**config.mk**
```make
export PLATFORM = sky130hd
export DESIGN_NAME = port_partition_ctrl
export DESIGN_NICKNAME = d
export VERILOG_FILES = /design/src/rtl/ppc_pkg.sv /design/src/rtl/ppc_bit_timer.sv /design/src/rtl/ppc_coll_counter.sv /design/src/rtl/ppc_port_fsm.sv /design/src/rtl/port_partition_ctrl.sv
export SDC_FILE = /design/constraint.sdc
export NUM_CORES = 1
export LEC_CHECK = 0
export BUFFER_PORTS_ARGS = -buffer_cell sky130_fd_sc_hd__buf_2
export CAP_MARGIN = 15
export CORE_MARGIN = 8
export CORE_UTILIZATION = 30
export CTS_CLUSTER_SIZE = 24
export DETAILED_ROUTE_END_ITERATION = 10
export PLACE_DENSITY = 0.53
export SLEW_MARGIN = 20
export SYNTH_ARGS = -nofsm -noshare
export SYNTH_HDL_FRONTEND = slang
export SYNTH_HIERARCHICAL = 1
export SYNTH_SLANG_ARGS = --single-unit
```
**constraint.sdc**
```tcl
create_clock -name clk -period 2.67 [get_ports clk]
set_input_delay 0.534 -clock clk [delete_from_list [all_inputs] [get_ports clk]]
set_output_delay 0.534 -clock clk [all_outputs]
set_load 0.01 [all_outputs]
```
**src/rtl/ppc_pkg.sv**
```systemverilog
package ppc_pkg;
    typedef enum logic [2:0] {
        ST_LINK_IDLE,
        ST_LINK_ACT,
        ST_LINK_COLL,
        ST_LINK_TAIL,
        ST_ISO_WAIT,
        ST_ISO_IDLE,
        ST_ISO_ACT
    } port_state_e;
endpackage

```
**src/rtl/ppc_bit_timer.sv**
```systemverilog
module ppc_bit_timer #(
    parameter int TW_LEN = 500,
    localparam int TW_W  = $clog2(TW_LEN + 1)
) (
    input  logic clk,
    input  logic rst,
    input  logic clr,
    input  logic run,
    input  logic bit_tick,
    output logic expired
);
    logic [TW_W-1:0] ticks;

    always_ff @(posedge clk) begin
        if (rst || clr) begin
            ticks <= '0;
        end else if (run && bit_tick && (ticks != TW_W'(TW_LEN))) begin
            ticks <= ticks + 1'b1;
        end
    end

    assign expired = (ticks == TW_W'(TW_LEN));

    // the timer saturates at the window and never wraps
    a_r10_timer_bound: assert property (@(posedge clk) disable iff (rst)
        ticks <= TW_W'(TW_LEN));

    // the timer does not advance without a tick
    a_r10_tick_gate: assert property (@(posedge clk) disable iff (rst)
        (!bit_tick && !clr) |=> $stable(ticks));
endmodule

```
**src/rtl/ppc_coll_counter.sv**
```systemverilog
module ppc_coll_counter #(
    parameter int LIMIT = 64,
    localparam int CW   = $clog2(LIMIT + 1)
) (
    input  logic          clk,
    input  logic          rst,
    input  logic          inc,
    input  logic          clr,
    output logic [CW-1:0] count,
    output logic          at_last
);
    always_ff @(posedge clk) begin
        if (rst || clr) begin
            count <= '0;
        end else if (inc && (count != CW'(LIMIT))) begin
            count <= count + 1'b1;
        end
    end

    assign at_last = (count == CW'(LIMIT - 1));

    // the count saturates at the limit
    a_r3_no_overflow: assert property (@(posedge clk) disable iff (rst)
        count <= CW'(LIMIT));

    // one increment adds exactly one
    a_r2_step_one: assert property (@(posedge clk) disable iff (rst)
        (inc && !clr && count != CW'(LIMIT)) |=> (count == $past(count) + 1'b1));
endmodule

```
**src/rtl/ppc_port_fsm.sv**
```systemverilog
module ppc_port_fsm
    import ppc_pkg::*;
#(
    parameter int LIMIT  = 64,
    parameter int TW_LEN = 500,
    localparam int CW    = $clog2(LIMIT + 1)
) (
    input  logic          clk,
    input  logic          rst,
    input  logic          bit_tick,
    input  logic          coll,
    input  logic          act,
    output logic          part,
    output logic          fwd_en,
    output logic [CW-1:0] count
);
    port_state_e state, nxt;
    logic cnt_inc, cnt_clr, tmr_clr, tmr_run, expired, at_last;

    ppc_coll_counter #(.LIMIT(LIMIT)) u_cnt (
        .clk(clk), .rst(rst), .inc(cnt_inc), .clr(cnt_clr),
        .count(count), .at_last(at_last)
    );

    ppc_bit_timer #(.TW_LEN(TW_LEN)) u_tmr (
        .clk(clk), .rst(rst), .clr(tmr_clr), .run(tmr_run),
        .bit_tick(bit_tick), .expired(expired)
    );

    // state register
    always_ff @(posedge clk) begin
        if (rst) state <= ST_LINK_IDLE;
        else     state <= nxt;
    end

    // next state and counter/timer controls
    always_comb begin
        nxt     = state;
        cnt_inc = 1'b0;
        cnt_clr = 1'b0;
        tmr_clr = 1'b0;
        unique case (state)
            ST_LINK_IDLE, ST_LINK_ACT, ST_LINK_TAIL: begin
                if (coll) begin
                    cnt_inc = 1'b1;
                    tmr_clr = 1'b1;
                    nxt     = at_last ? ST_ISO_WAIT : ST_LINK_COLL;
                end else if (state == ST_LINK_IDLE) begin
                    if (act) nxt = ST_LINK_ACT;
                end else if (!act) begin
                    nxt = ST_LINK_IDLE;
                    if (state == ST_LINK_ACT) cnt_clr = 1'b1;
                end
            end
            ST_LINK_COLL: begin
                if (coll) begin
                    if (expired) nxt = ST_ISO_WAIT;
                end else if (act) begin
                    nxt = ST_LINK_TAIL;
                end else begin
                    nxt = ST_LINK_IDLE;
                end
            end
            ST_ISO_WAIT: begin
                if (!coll && !act) nxt = ST_ISO_IDLE;
            end
            ST_ISO_IDLE: begin
                if (coll) begin
                    nxt = ST_ISO_WAIT;
                end else if (act) begin
                    nxt     = ST_ISO_ACT;
                    tmr_clr = 1'b1;
                end
            end
            ST_ISO_ACT: begin
                if (coll) begin
                    nxt = ST_ISO_WAIT;
                end else if (!act) begin
                    if (expired) begin
                        nxt     = ST_LINK_IDLE;
                        cnt_clr = 1'b1;
                    end else begin
                        nxt = ST_ISO_IDLE;
                    end
                end
            end
            default: nxt = ST_LINK_IDLE;
        endcase
    end

    // outputs
    always_comb begin
        tmr_run = 1'b0;
        part    = 1'b0;
        unique case (state)
            ST_LINK_COLL: tmr_run = 1'b1;
            ST_ISO_ACT: begin
                tmr_run = 1'b1;
                part    = 1'b1;
            end
            ST_ISO_WAIT, ST_ISO_IDLE: part = 1'b1;
            default: begin
                tmr_run = 1'b0;
                part    = 1'b0;
            end
        endcase
        fwd_en = act && !part;
    end

    // the limit-reaching collision partitions on the next cycle
    a_r3_limit_part: assert property (@(posedge clk) disable iff (rst)
        (!part && at_last && coll && state != ST_LINK_COLL) |=> part);

    // a clean frame end leaves a zero count
    a_r4_clean_clear: assert property (@(posedge clk) disable iff (rst)
        (state == ST_LINK_ACT && !act && !coll) |=> (count == '0));

    // the count is frozen while isolated
    a_r8_hold_count: assert property (@(posedge clk) disable iff (rst)
        part |=> ($stable(count) || !part));

    // leaving isolation always comes with a cleared count
    a_r9_reconnect_clear: assert property (@(posedge clk) disable iff (rst)
        $fell(part) |-> (count == '0));

    // entry into isolation only follows a collision
    a_r6_entry_cause: assert property (@(posedge clk) disable iff (rst)
        $rose(part) |-> $past(coll));
endmodule

```
**src/rtl/port_partition_ctrl.sv**
```systemverilog
module port_partition_ctrl #(
    parameter int NUM_PORTS  = 4,
    parameter int COLL_LIMIT = 64,
    parameter int TW_LEN     = 500,
    localparam int CW        = $clog2(COLL_LIMIT + 1)
) (
    input  logic                    clk,
    input  logic                    rst,
    input  logic                    bit_tick,
    input  logic [NUM_PORTS-1:0]    port_coll,
    input  logic [NUM_PORTS-1:0]    port_act,
    output logic [NUM_PORTS-1:0]    port_part,
    output logic [NUM_PORTS-1:0]    port_fwd_en,
    output logic [NUM_PORTS*CW-1:0] coll_count
);
    initial begin
        a_r6_window_range: assert (TW_LEN >= 450 && TW_LEN <= 560);
    end

    for (genvar p = 0; p < NUM_PORTS; p++) begin : g_port
        ppc_port_fsm #(.LIMIT(COLL_LIMIT), .TW_LEN(TW_LEN)) u_fsm (
            .clk(clk),
            .rst(rst),
            .bit_tick(bit_tick),
            .coll(port_coll[p]),
            .act(port_act[p]),
            .part(port_part[p]),
            .fwd_en(port_fwd_en[p]),
            .count(coll_count[p*CW +: CW])
        );

        // an isolated port never forwards, even when active
        a_r8_no_forward: assert property (@(posedge clk) disable iff (rst)
            (port_part[p] && $past(port_part[p])) |-> !port_fwd_en[p]);
    end
endmodule

```
[Word-level counts from Yosys, hierarchy flattened]
Cells that the tools add are included.
Word-level totals
  logic and storage cells: 264
  register bits: 76
  output and inout port bits: 36
  bits of input ports: 11
Cells by class
  reduce and logical (&&, ||, !) cells: 60
  add/sub/neg operators: 8
  muxes and demuxes: 120
  eq/ne operators: 64
Operators by type and width (number)
  3-bit 2-to-1 mux: 52
  3-bit one-hot mux with 5 select lines: 4
  1-bit 2-to-1 mux: 52
  9-bit by 1-bit adder with 9-bit output (second input constant): 4
  3-bit equality test (second input constant): 12
  9-bit equality test (second input constant): 4
  9-bit != test (second input constant): 4
  7-bit by 1-bit adder with 7-bit output (second input constant): 4
  7-bit by 6-bit equality test with 1-bit output (second input constant): 4
  7-bit != test (second input constant): 4
  3-bit by 2-bit equality test with 1-bit output (second input constant): 8
  3-bit != test (second input constant): 8
  6-bit AND reduction: 4
  3-bit OR reduction: 8
  1-bit logical AND: 20
  4-bit by 3-bit != test with 1-bit output (second input constant): 4
  4-bit != test (second input constant): 4
  1-bit one-hot mux with 2 select lines: 8
  3-bit by 1-bit equality test with 1-bit output (second input constant): 4
  1-bit logical NOT: 12
  3-bit logical NOT: 4
  3-bit by 2-bit != test with 1-bit output (second input constant): 4
  1-bit logical OR: 8
  2-bit 2-to-1 mux: 4
  other kinds (2): 8

[Logic depth before layout (Yosys ltp)]
  word-level depth: 7
  mapped depth: 11
  gate-level depth less buffers: 11

[Modules after synthesis]
Netlist, hierarchy kept.
Modules (own cells, without submodules)
  ppc_bit_timer: instances 4, cells each 54, sequential area each 180.2 um^2, area an instance 484.2 um^2
  ppc_coll_counter: instances 4, cells each 43, sequential area each 140.1 um^2, area an instance 355.3 um^2
  ppc_port_fsm: instances 4, cells each 47, sequential area each 60.1 um^2, area an instance 336.6 um^2

[Worst setup path after synthesis]
Ideal clock, no wire load.
  path type: register -> register
  start point: reg g_port[0].u_fsm.state[1]
  end point: reg g_port[0].u_fsm.u_tmr.ticks[5]
  setup time: 0.101 ns
  data required time: 2.569 ns
  period minus slack after synthesis: 1.866 ns
  buffers on the path: 1
  arrival time: 1.765 ns
  setup slack: 0.804 ns
  cell stages (with the launch flop): 7
  cells stage by stage: dfxtp_1 -> buf_2 -> nor2b_1 -> nor3b_1 -> o21bai_1 -> or3_2 -> o41ai_1
On the way
  cells in the longest elaborated chain, start to end: 5
  elaborated cells between the ends (all ways): 13
  those cells by class: 5 x eq/ne; 2 x mux; 6 x reduce/logical
RTL lines
  from (decl): line ppc_port_fsm.sv:17  | port_state_e state, nxt;
  from (signal assigned): line ppc_port_fsm.sv:33  | else state <= nxt;
  3-bit by 2-bit equality test with 1-bit output or 3-bit equality test (tied branches): line ppc_port_fsm.sv:95  | unique case (state)
  2-bit OR reduction (no line) (*)
  1-bit 2-to-1 mux (*): line ppc_port_fsm.sv:95
  via g_port[0].u_fsm.tmr_run: line ppc_port_fsm.sv:18  | logic cnt_inc, cnt_clr, tmr_clr, tmr_run, expired, at_last;
  1-bit logical AND (*) (2 in a row): line ppc_bit_timer.sv:17  | end else if (run && bit_tick && (ticks != TW_W'(TW_LEN))) begin
  to (signal assigned): line ppc_bit_timer.sv:18  | ticks <= ticks + 1'b1;
  to (decl): line ppc_bit_timer.sv:12  | logic [TW_W-1:0] ticks;
Mark *: on every way through the listed nets, which the timed path passes. The rest lies on a longest branch.
A chain may end at the register's enable or synchronous reset.

[Final worst setup path]
  start point: reg g_port[1].u_fsm.state[1]
  end point: reg g_port[1].u_fsm.u_tmr.ticks[5]
On the way
  cells in the longest elaborated chain, start to end: 5
  elaborated cells between the ends (all ways): 13
  those cells by class: 5 x eq/ne; 2 x mux; 6 x reduce/logical
RTL lines (line)
  from (decl): ppc_port_fsm.sv:17
  from (signal assigned): ppc_port_fsm.sv:33
  3-bit by 2-bit equality test with 1-bit output or 3-bit equality test (tied branches): ppc_port_fsm.sv:95
  2-bit OR reduction (no line) (*)
  1-bit 2-to-1 mux (*): ppc_port_fsm.sv:95
  via g_port[1].u_fsm.tmr_run: ppc_port_fsm.sv:18
  1-bit logical AND (*) (2 in a row): ppc_bit_timer.sv:17
  to (signal assigned): ppc_bit_timer.sv:18
  to (decl): ppc_bit_timer.sv:12
Marks and branches as above.

==> out/qor.yml <==
ant_nets: 0
cts_resized: 0
grt_overflow: 0
gp_congestion: 0.802
io_pins: 47
r2r_cells: 7
r2r_slack_ns: 0.50
cts.sinks: 76
path_clk_slew_ns: 0.06
cts_max_path_buffers: 2
fin_nets: 649
reg2reg_to: "g_port[1].u_fsm/u_tmr/ticks[5]"
die_x_um: 141
core_area_um2: 15300
cts_tree: "built"
fin_crit_sh: 0.814
die_h_um: 141
start_util: 0.308
insertedDiodeCount: 0
hold_class: "flop to flop"
grt_max_degree: 34
seqCellArea_um2: 1520
rows: 45
dr.pass1.iters: 4
hold_depth: 2
synth_edf_count: 0
yosys.area.top_type: "dfxtp_1"
critPathArrivalTime_ns: 2.41
clock_skew_ns: 0.00904
cp-end-kind: "flop"
syn_area_um2: 4700
syn_area_per_cell_um2: 8.17
relSlewSlack: 0.530
post-route-drc-count: 0
maxCapViolations: 0
grt_pass1_wl_um: 18100
hold-path-endpoint: "g_port[2].u_fsm/u_tmr/ticks[8]"
die_area_um2: 19900
hold_buffers: 0
ir_worst_vdd_mv: 0.355
status: "finished, final reports clean"
clk_latency_ns: 0.34
cts_setup_buffers: 0
most-common-layout-cells: "dfxtp_1, nand2_1, a21oi_1"
worst_pin_slew_ns: 0.702
setup_viol: 0
synthArstFlopShare: 0
io_buffers: 46
critical_path_required_ns: 2.90
htreeDepth: 3
start_kind: "flop"
timing.rr.start: "g_port[1].u_fsm/state[1]"
fill_cells: 1575
fin_area_um2: 5490
syn_inst: 576
max_clock_freq_ghz: 0.460
numCtsBuffers: 9
final-instance-count-excl-fill: 838
grt_use_total: 0.107
area_delta_synth_final_pct: 16.7
grt_pass1_vias: 4038
yosys_warnings: 6
power.density_nw_per_um2: 524
dpl.hpwl_um: 7550
ys_ff_latch: 76
antenna_found_initial: 0
post-route-min-period_ns: 2.17
synthTopCellsByArea: "dfxtp_1, mux2i_1, a21oi_1"
drt_iter0_drc: 294
tns_ns: 0
synth.yosys.seq_area_share: 0.323
finalHoldViolCount: 0
post_dp_cell_area_um2: 5160
synth_flop_cell: "dfxtp_1"
syn_nets: 603
wire_per_inst_um: 12.7
critPathMaxFanout: 12
layout_commonest_cell: "dfxtp_1"
netlist.area_leader.share: 0.323
grt_setup_unrepaired: "false"
criticalPathCategory: "flop to flop"
synth.distinct_cells: 45
drive_gt1_frac: 0.148
drv_slew: 0
routed_wl_um: 10600
vias: 4268
via_per_inst: 5.09
cellLeakagePower_uw: 0.00203
min-delay-start: "g_port[2].u_fsm/u_tmr/ticks[8]"
cts-root-buf: "clkbuf_16"
multi_input_area_um2: 2940
dp_cells: 822
==> where the power goes <==
group	total (µW)	switching [µW]	internal [µW]
Clock	1350	482	872
Combinational	329	189	140
Sequential	1200	34.8	1160
==> routing by layer <==
metal,track usage,up-vias,part of all wire
met3,0.0358,7,0.046
met2,0.179,71,0.47
li1,-,2189,-
met4,0.0300,0,0.0087
met5,0,-,0
met1,0.126,2001,0.47
==> flip-flops by register name (all words and copies together), names as in the netlist <==
signal / cells
g_port.u_fsm/state: 12
g_port.u_fsm/u_cnt/count: 28
g_port.u_fsm/u_tmr/ticks: 36
==> worst max path at each step <==
| stage | start | to | slack [ns] |
|---|---|---|---|
| after global placement | g_port[1].u_fsm/state[1] | g_port[1].u_fsm/u_tmr/ticks[5] | 0.64 |
| final | g_port[1].u_fsm/state[1] | g_port[1].u_fsm/u_tmr/ticks[5] | 0.50 |
| after CTS | g_port[1].u_fsm/state[1] | g_port[1].u_fsm/u_tmr/ticks[5] | 0.49 |
| after floorplan | g_port[0].u_fsm/state[1] | g_port[0].u_fsm/u_tmr/ticks[5] | 0.80 |
| after global routing | g_port[1].u_fsm/state[1] | g_port[1].u_fsm/u_tmr/ticks[5] | 0.29 |
| after detailed placement | g_port[1].u_fsm/state[1] | g_port[1].u_fsm/u_tmr/ticks[5] | 0.50 |
==> cell usage after synthesis, types with 12 or more instances <==
library cell / instances
or3_1: 12
nor2b_1: 12
nor3b_1: 12
o21ai_0: 20
a21oi_1: 48
inv_1: 36
nand3_1: 20
or4_1: 12
ha_1: 16
nor3_1: 12
nor2_1: 28
dfxtp_1: 76
mux2i_1: 32
nand2b_1: 12
nand2_1: 60
buf_2: 12
o31ai_1: 12
==> cells by family after synthesis <==
kind of cell	Yosys count	share of synthesized area
flops	76	0.323
mux	32	0.0681
compound gates	144	0.199
xor+xnor	8	0.0149
buf+inv	56	0.0511
simple gates	244	0.301
fa+ha+maj	16	0.0426
==> worst max-delay path: stages, from the launching register on <==
cell and delay [ns]:
dfxtp_1 0.53, nor2b_1 0.18, buf_4 0.15, nor3b_1 0.08
o21bai_1 0.24, nor2_1 0.52, o311ai_0 0.27, o41ai_1 0.11
==> per-stage QoR <==
stage / util / hold WS [ns] / total power (µW) / setup slack, ns
6_report: 0.360 / 0.485 / 2880 / 0.496
5_1_grt: 0.360 / 0.497 / 3020 / 0.287
4_1_cts: 0.360 / 0.469 / 2930 / 0.490
3_5_place_dp: 0.338 / 0.481 / 1550 / 0.503
3_3_place_gp: 0.338 / 0.472 / 1540 / 0.636
2_1_floorplan: - / 0.451 / 1450 / 0.804
==> cell type report <==
class | instances | share of cell area
Clock buffer | 13 | 0.0474
Clock inverter | 3 | 0.0125
Inverter | 36 | 0.0246
Multi-Input combinational cell | 444 | 0.536
Sequential cell | 76 | 0.277
Tap cell | 211 | 0.0481
Timing Repair Buffer | 55 | 0.0542
Note: power is estimated with default switching activity, not from simulation.
